===== src/rtl/stsub_pkg.sv =====
package stsub_pkg;

    localparam int STAT_SRC_N = 8;
    localparam int SEL_W      = $clog2(STAT_SRC_N);

    localparam int START1_NUM = 3;
    localparam int START1_DEN = 4;
    localparam int START2_NUM = 1;
    localparam int START2_DEN = 2;
    localparam int PCT_BASE   = 100;
    localparam int STOP_COARSE_PCT = 12;
    localparam int STOP_FINE_PCT   = 6;

    typedef enum logic [SEL_W-1:0] {
        SEL_SUBQ   = 3'd0,
        SEL_START1 = 3'd1,
        SEL_START2 = 3'd2,
        SEL_STOP   = 3'd3,
        SEL_PLL    = 3'd4,
        SEL_V1     = 3'd5,
        SEL_V2     = 3'd6,
        SEL_SAT    = 3'd7
    } stat_sel_e;

    typedef enum logic [1:0] {
        PH_IDLE   = 2'd0,
        PH_STATUS = 2'd1,
        PH_SUBQ   = 2'd2
    } phase_e;

    typedef struct packed {
        logic subq_rdy_n;
        logic start1;
        logic start2;
        logic stop;
        logic pll;
        logic v1;
        logic v2;
        logic sat;
    } stat_flags_t;

    function automatic logic pick_flag(stat_flags_t f, stat_sel_e s);
        logic r;
        case (s)
            SEL_SUBQ:   r = f.subq_rdy_n;
            SEL_START1: r = f.start1;
            SEL_START2: r = f.start2;
            SEL_STOP:   r = f.stop;
            SEL_PLL:    r = f.pll;
            SEL_V1:     r = f.v1;
            SEL_V2:     r = f.v2;
            default:    r = f.sat;
        endcase
        return r;
    endfunction

endpackage


===== src/rtl/stsub_speed_cmp.sv =====
module stsub_speed_cmp
    import stsub_pkg::*;
#(
    parameter int SPD_W = 16
) (
    input  logic [SPD_W-1:0] spd_meas,
    input  logic [SPD_W-1:0] spd_nominal,
    input  logic             stop_fine,
    output logic             start1,
    output logic             start2,
    output logic             stop
);
    // 7 extra bits cover a scale factor of up to 127
    localparam int PROD_W = SPD_W + 7;

    logic [PROD_W-1:0] meas_w, nom_w;
    logic [PROD_W-1:0] meas_x4, nom_x3, meas_x2, nom_x1;
    logic [PROD_W-1:0] meas_pct, nom_coarse, nom_fine;

    always_comb begin
        meas_w     = PROD_W'(spd_meas);
        nom_w      = PROD_W'(spd_nominal);
        meas_x4    = meas_w * PROD_W'(START1_DEN);
        nom_x3     = nom_w  * PROD_W'(START1_NUM);
        meas_x2    = meas_w * PROD_W'(START2_DEN);
        nom_x1     = nom_w  * PROD_W'(START2_NUM);
        meas_pct   = meas_w * PROD_W'(PCT_BASE);
        nom_coarse = nom_w  * PROD_W'(STOP_COARSE_PCT);
        nom_fine   = nom_w  * PROD_W'(STOP_FINE_PCT);
        start1 = (meas_x4 >= nom_x3);
        start2 = (meas_x2 >= nom_x1);
        stop   = stop_fine ? (meas_pct <= nom_fine) : (meas_pct <= nom_coarse);
    end

endmodule


===== src/rtl/stsub_status_path.sv =====
module stsub_status_path
    import stsub_pkg::*;
(
    input  logic        clk,
    input  logic        rst,
    input  stat_flags_t flags_raw,
    input  stat_sel_e   sel,
    output stat_flags_t flags_q,
    output logic        stat_bit
);
    always_ff @(posedge clk) begin
        if (rst) flags_q <= '0;
        else     flags_q <= flags_raw;
    end

    assign stat_bit = pick_flag(flags_q, sel);

endmodule


===== src/rtl/stsub_shift.sv =====
module stsub_shift #(
    parameter int WORD_W = 96,
    parameter int CNT_W  = $clog2(WORD_W + 1)
) (
    input  logic              clk,
    input  logic              rst,
    input  logic              load,
    input  logic              adv,
    input  logic [WORD_W-1:0] word,
    output logic              msb,
    output logic [CNT_W-1:0]  bit_cnt
);
    localparam logic [CNT_W-1:0] CNT_MAX = CNT_W'(WORD_W);

    logic [WORD_W-1:0] sh_q;

    always_ff @(posedge clk) begin
        if (rst) begin
            sh_q    <= '0;
            bit_cnt <= '0;
        end else if (load) begin
            sh_q    <= word;
            bit_cnt <= CNT_W'(1);
        end else if (adv) begin
            sh_q    <= {sh_q[WORD_W-2:0], 1'b0};
            bit_cnt <= (bit_cnt == CNT_MAX) ? bit_cnt : bit_cnt + CNT_W'(1);
        end
    end

    assign msb = sh_q[WORD_W-1];

endmodule


===== src/rtl/stsub_ctrl.sv =====
module stsub_ctrl
    import stsub_pkg::*;
(
    input  logic   clk,
    input  logic   rst,
    input  logic   host_mode,
    input  logic   host_strobe,
    input  logic   host_sclk,
    input  logic   sel_is_subq,
    output phase_e phase,
    output logic   load,
    output logic   adv
);
    logic   sclk_q;
    logic   sclk_rise;
    logic   active;
    phase_e phase_n;

    always_comb begin
        active    = host_mode && host_strobe;
        sclk_rise = host_sclk && !sclk_q;
        load      = active && sclk_rise && sel_is_subq && (phase == PH_STATUS);
        adv       = active && sclk_rise && (phase == PH_SUBQ);
        phase_n   = phase;
        if (!active) begin
            phase_n = PH_IDLE;
        end else begin
            case (phase)
                PH_IDLE:   phase_n = PH_STATUS;
                PH_STATUS: if (load) phase_n = PH_SUBQ;
                default:   phase_n = PH_SUBQ;
            endcase
        end
    end

    always_ff @(posedge clk) begin
        if (rst) begin
            phase  <= PH_IDLE;
            sclk_q <= 1'b0;
        end else begin
            phase  <= phase_n;
            sclk_q <= host_sclk;
        end
    end

endmodule


===== src/rtl/stsub_readout.sv =====
module stsub_readout
    import stsub_pkg::*;
#(
    parameter int SPD_W  = 16,
    parameter int WORD_W = 96
) (
    input  logic              clk,
    input  logic              rst,
    input  logic              host_mode,
    input  logic              host_strobe,
    input  logic              host_sclk,
    input  logic [SEL_W-1:0]  cfg_stat_sel,
    input  logic              cfg_stop_fine,
    input  logic              stat_subq_rdy_n,
    input  logic              stat_pll_lock,
    input  logic              pin_v1,
    input  logic              pin_v2,
    input  logic              stat_motor_sat,
    input  logic [SPD_W-1:0]  spd_meas,
    input  logic [SPD_W-1:0]  spd_nominal,
    input  logic [WORD_W-1:0] subq_word,
    output logic              line_out,
    output logic              line_oe
);
    localparam int CNT_W = $clog2(WORD_W + 1);

    stat_sel_e        sel;
    stat_flags_t      flags_raw;
    stat_flags_t      flags_q;
    phase_e           phase;
    logic             load, adv;
    logic             sh_msb, stat_bit;
    logic             cmp_start1, cmp_start2, cmp_stop;
    logic [CNT_W-1:0] bit_cnt;
    logic             in_subq;

    assign sel = stat_sel_e'(cfg_stat_sel);

    stsub_speed_cmp #(.SPD_W(SPD_W)) u_cmp (
        .spd_meas    (spd_meas),
        .spd_nominal (spd_nominal),
        .stop_fine   (cfg_stop_fine),
        .start1      (cmp_start1),
        .start2      (cmp_start2),
        .stop        (cmp_stop)
    );

    always_comb begin
        flags_raw.subq_rdy_n = stat_subq_rdy_n;
        flags_raw.start1     = cmp_start1;
        flags_raw.start2     = cmp_start2;
        flags_raw.stop       = cmp_stop;
        flags_raw.pll        = stat_pll_lock;
        flags_raw.v1         = pin_v1;
        flags_raw.v2         = pin_v2;
        flags_raw.sat        = stat_motor_sat;
    end

    stsub_status_path u_stat (
        .clk       (clk),
        .rst       (rst),
        .flags_raw (flags_raw),
        .sel       (sel),
        .flags_q   (flags_q),
        .stat_bit  (stat_bit)
    );

    stsub_ctrl u_ctrl (
        .clk         (clk),
        .rst         (rst),
        .host_mode   (host_mode),
        .host_strobe (host_strobe),
        .host_sclk   (host_sclk),
        .sel_is_subq (sel == SEL_SUBQ),
        .phase       (phase),
        .load        (load),
        .adv         (adv)
    );

    stsub_shift #(.WORD_W(WORD_W), .CNT_W(CNT_W)) u_shift (
        .clk     (clk),
        .rst     (rst),
        .load    (load),
        .adv     (adv),
        .word    (subq_word),
        .msb     (sh_msb),
        .bit_cnt (bit_cnt)
    );

    assign in_subq = (phase == PH_SUBQ);
    assign line_oe = (phase != PH_IDLE);

    always_comb begin
        case (phase)
            PH_SUBQ:   line_out = sh_msb;
            PH_STATUS: line_out = stat_bit;
            default:   line_out = 1'b0;
        endcase
    end

endmodule


===== config.mk =====
export PLATFORM = sky130hd
export DESIGN_NAME = stsub_readout
export DESIGN_NICKNAME = d
export VERILOG_FILES = /design/src/rtl/stsub_pkg.sv /design/src/rtl/stsub_speed_cmp.sv /design/src/rtl/stsub_status_path.sv /design/src/rtl/stsub_shift.sv /design/src/rtl/stsub_ctrl.sv /design/src/rtl/stsub_readout.sv
export SDC_FILE = /design/constraint.sdc
export NUM_CORES = 1
export LEC_CHECK = 0
export BUFFER_PORTS_ARGS = -buffer_cell sky130_fd_sc_hd__buf_2
export CORE_ASPECT_RATIO = 1.2
export CORE_MARGIN = 5
export CORE_UTILIZATION = 50
export CTS_BUF_LIST = sky130_fd_sc_hd__clkbuf_4
export CTS_CLUSTER_DIAMETER = 60
export DETAILED_ROUTE_END_ITERATION = 16
export PLACE_DENSITY = 0.68
export RECOVER_POWER = 25
export SKIP_CTS_REPAIR_TIMING = 1
export SYNTH_ARGS = -nofsm -noshare
export SYNTH_HDL_FRONTEND = slang
export SYNTH_SLANG_ARGS = --single-unit

===== constraint.sdc =====
create_clock -name clk -period 7 [get_ports clk]
set_input_delay 0.7 -clock clk [delete_from_list [all_inputs] [get_ports clk]]
set_output_delay 0.7 -clock clk [all_outputs]
set_load 0.02 [all_outputs]

==> flow_metrics.py <==
metrics = {
    "timing": {
        "hold_ws_ns": 0.475,
        "max-slew-margin-rel": -2.18,
        "rsz0062_at_grt": "false",
        "final-setup-viol-count": 0,
        "post-route-period-util": 0.778,
        "slew_viol_final": 108,
        "worstMarginPinSlew_ns": 4.77,
        "fin_skew_ns": 0.0301,
        "tns_ns": 0,
        "min_period_ns": 5.45,
        "hold_viol_final": 0,
        "fmax_mhz": 184,
    },
    "clock_tree": {
        "clockBufferDepth": 2,
        "cts_buffers": 9,
        "cts_root_buf": "clkbuf_4",
        "htreeDepth": 3,
        "clk-insertion-delay-late_ns": 0.46,
        "cts_tree": "done",
        "clk_pin_slew_ns": 0.14,
        "cts_sinks": 107,
    },
    "setup_path": {
        "cp_data_required_time_ns": 7.35,
        "cp_max_fo": 5,
        "critPathMostFrequentCell": "ha_1",
        "worstSetupEndpointType": "flop",
        "cp-start-kind": "input pin",
        "worstPathCellList": "buf_2, ha_1, ha_1, inv_1, fa_1, inv_1, ha_1, a2111oi_0, o21ai_1, a41oi_1, nor2b_1, o21ai_0, a21boi_0, ha_1, nand4_1, or4_1, o31ai_1, nor2_1, a2111oi_0, nand3_1, a2111oi_2",
        "cp_num_buf_inv": 3,
        "rrSetupSlack_ns": 4.04,
        "reg2reg_to": "u_shift.sh_q[65]$_SDFFE_PP0P_",
        "worstSetupPathType": "input pin to flop",
        "cpMaxStageDelayCell": "fa_1",
        "rr_worst_depth": 6,
        "r2r-start": "u_ctrl.sclk_q$_SDFF_PP0_",
        "critPathArrivalTime_ns": 5.80,
        "crit_family": "compound AO/OA/AOI/OAI gates",
        "crit_path_max_incr_delay_ns": 0.49,
    },
    "die": {
        "die_y_um": 152,
        "ios": 144,
        "die_w_um": 129,
        "core.rowCount": 52,
        "die_area_mm2": 0.0196,
        "start_util": 0.505,
        "core-area_mm2": 0.0167,
    },
    "logic_synthesis": {
        "synth_edf_count": 0,
        "synth.distinct_cells": 56,
        "ys_async_sr_fraction": 0,
        "synth_flop_cell": "dfxtp_1",
        "ys_warn_count": 0,
        "syn-cell-area_mm2": 0.00845,
        "syn_inst": 945,
        "yosysTopAreaCellShare": 0.254,
        "yosysSeqAreaShare": 0.254,
        "ys_ff_latch": 107,
        "synth_area_leader_cell": "dfxtp_1",
        "synth_nets": 1237,
        "avgSynthCellArea_um2": 8.94,
        "ys_top_cells_by_area": "dfxtp_1 (25%), ha_1 (20%), mux2i_1 (11%), a211oi_1 (9.6%), nor2_1 (5.5%)",
    },
    "routing": {
        "drt_wl_total_mm": 19.9,
        "drt_iter0_drc": 391,
        "viasPerCell": 5.55,
        "dr_total_vias": 7072,
        "drc": 0,
        "drtPass1Iterations": 4,
        "avgRoutedWirePerCell_um": 15.6,
        "postRouteAntennaNets": 0,
    },
    "placed_design": {
        "gp_congestion": 0.906,
        "hpwl_mm": 15.4,
        "portBuffers": 143,
    },
    "global_routing": {
        "grt_use_total": 0.198,
        "grt_max_degree": 118,
        "antenna_found_initial": 3,
        "grt_pass1_vias": 6867,
        "overflow": 0,
        "grt_pass1_wl_mm": 32.5,
    },
    "status": {
        "violations": "max-capacitance violations, max-slew violations",
        "status": "complete, but fails checks",
    },
    "flow_run": {
        "drv_cap": 1,
    },
    "final_layout": {
        "multiInputGateArea_mm2": 0.00585,
        "seq_area_mm2": 0.00214,
        "mostFrequentLayoutCells": "buf_2 (141), ha_1 (138), nor2_1 (123)",
        "fillers": 1622,
        "area_growth_pct": 11.0,
        "layout-drive-gt1-share": 0.165,
        "final_common_cell": "buf_2",
        "fin_nets": 1345,
    },
    "min_path": {
        "holdPathStages": 2,
        "hold_path_end": "u_shift.sh_q[0]$_SDFFE_PP0P_",
        "hp-class": "flop to flop",
        "hold_start": "u_shift.sh_q[0]$_SDFFE_PP0P_",
    },
    "pwr": {
        "p_leak_nw": 4.90,
        "peakVddDrop_mv": 0.0929,
        "power.density_mw_per_mm2": 183,
    },
}
[state kept, by name (all words and copies together), names as in the netlist]
name	count
u_ctrl.phase	2
u_ctrl.sclk_q	1
u_stat.flags_q	8
u_shift.sh_q	96
[kinds of logic (layout without fill, tap and decap cells)]
group	Yosys count	count (layout)	share of synthesized area
compound gates	230	230	0.196
xor+xnor	24	24	0.0249
fa+ha+maj	150	150	0.233
buf+inv	119	231	0.0554
flops	107	107	0.254
mux	100	100	0.122
other cells	0	2	0
simple gates	215	215	0.115
[Yosys cell counts (12+ instances only)]
cell type    n
nor2b_1     14
dfxtp_1    107
nand2_1     19
a21oi_1     36
o21ai_0     22
nand3_1     19
a21o_1      15
clkbuf_1    42
inv_1       71
ha_1       138
nor2_1     123
mux2i_1     96
xnor2_1     16
o21a_1      12
fa_1        12
a211oi_1   108
[per-stage QoR]
stage	util	area [µm²]	power (W)	std cells	worst slack (ns)
floorplan	-	8450	0.00123	945	1.75
global route	0.561	9380	0.00187	1275	1.01
global placement	0.554	9260	0.00143	1258	1.36
CTS	0.561	9380	0.00173	1273	1.64
finish	0.561	9380	0.00172	1275	1.55
detailed placement	0.554	9260	0.00144	1258	1.17
[per-layer routing]
layer,track usage,part of all wire,vias to the layer above,wire length (µm)
met2,0.336,0.48,140,9500
met5,0,0.00035,-,7
met1,0.262,0.46,3227,9050
li1,-,-,3676,-
met3,0.0252,0.044,27,883
met4,0.0550,0.021,2,418
[tightest hold or removal path, stage by stage (launching register included)]
cell	delay, ns
dfxtp_1	0.34
nand3_1	0.06
a21oi_1	0.05
[power by group]
part | total [W] | switching, W | internal [W] | leakage, nW
clock | 0.000284 | 0.000203 | 0.0000811 | 0.0654
sequential | 0.000617 | 0.00000226 | 0.000615 | 0.864
combinational | 0.000816 | 0.000459 | 0.000357 | 3.97
[final cells by class]
class,instances,share of cell area
Antenna cell,2,0.000534
Clock buffer,10,0.00800
Clock inverter,5,0.00480
Inverter,71,0.0284
Multi-Input combinational cell,719,0.623
Sequential cell,107,0.228
Tap cell,216,0.0288
Timing Repair Buffer,145,0.0776
[how the worst max path moves through the flow]
stage / from / to / slack [ns] / cells past startpoint
detailed placement: spd_meas[6] / u_stat.flags_q[4]$_SDFF_PP0_ / 1.17 / 21
global route: spd_meas[6] / u_stat.flags_q[4]$_SDFF_PP0_ / 1.01 / 21
finish: spd_meas[6] / u_stat.flags_q[4]$_SDFF_PP0_ / 1.55 / 21
floorplan: spd_meas[2] / u_stat.flags_q[4]$_SDFF_PP0_ / 1.75 / 19
global placement: spd_meas[2] / u_stat.flags_q[4]$_SDFF_PP0_ / 1.36 / 20
CTS: spd_meas[6] / u_stat.flags_q[4]$_SDFF_PP0_ / 1.64 / 21
Note: power is estimated with default switching activity, not from simulation.
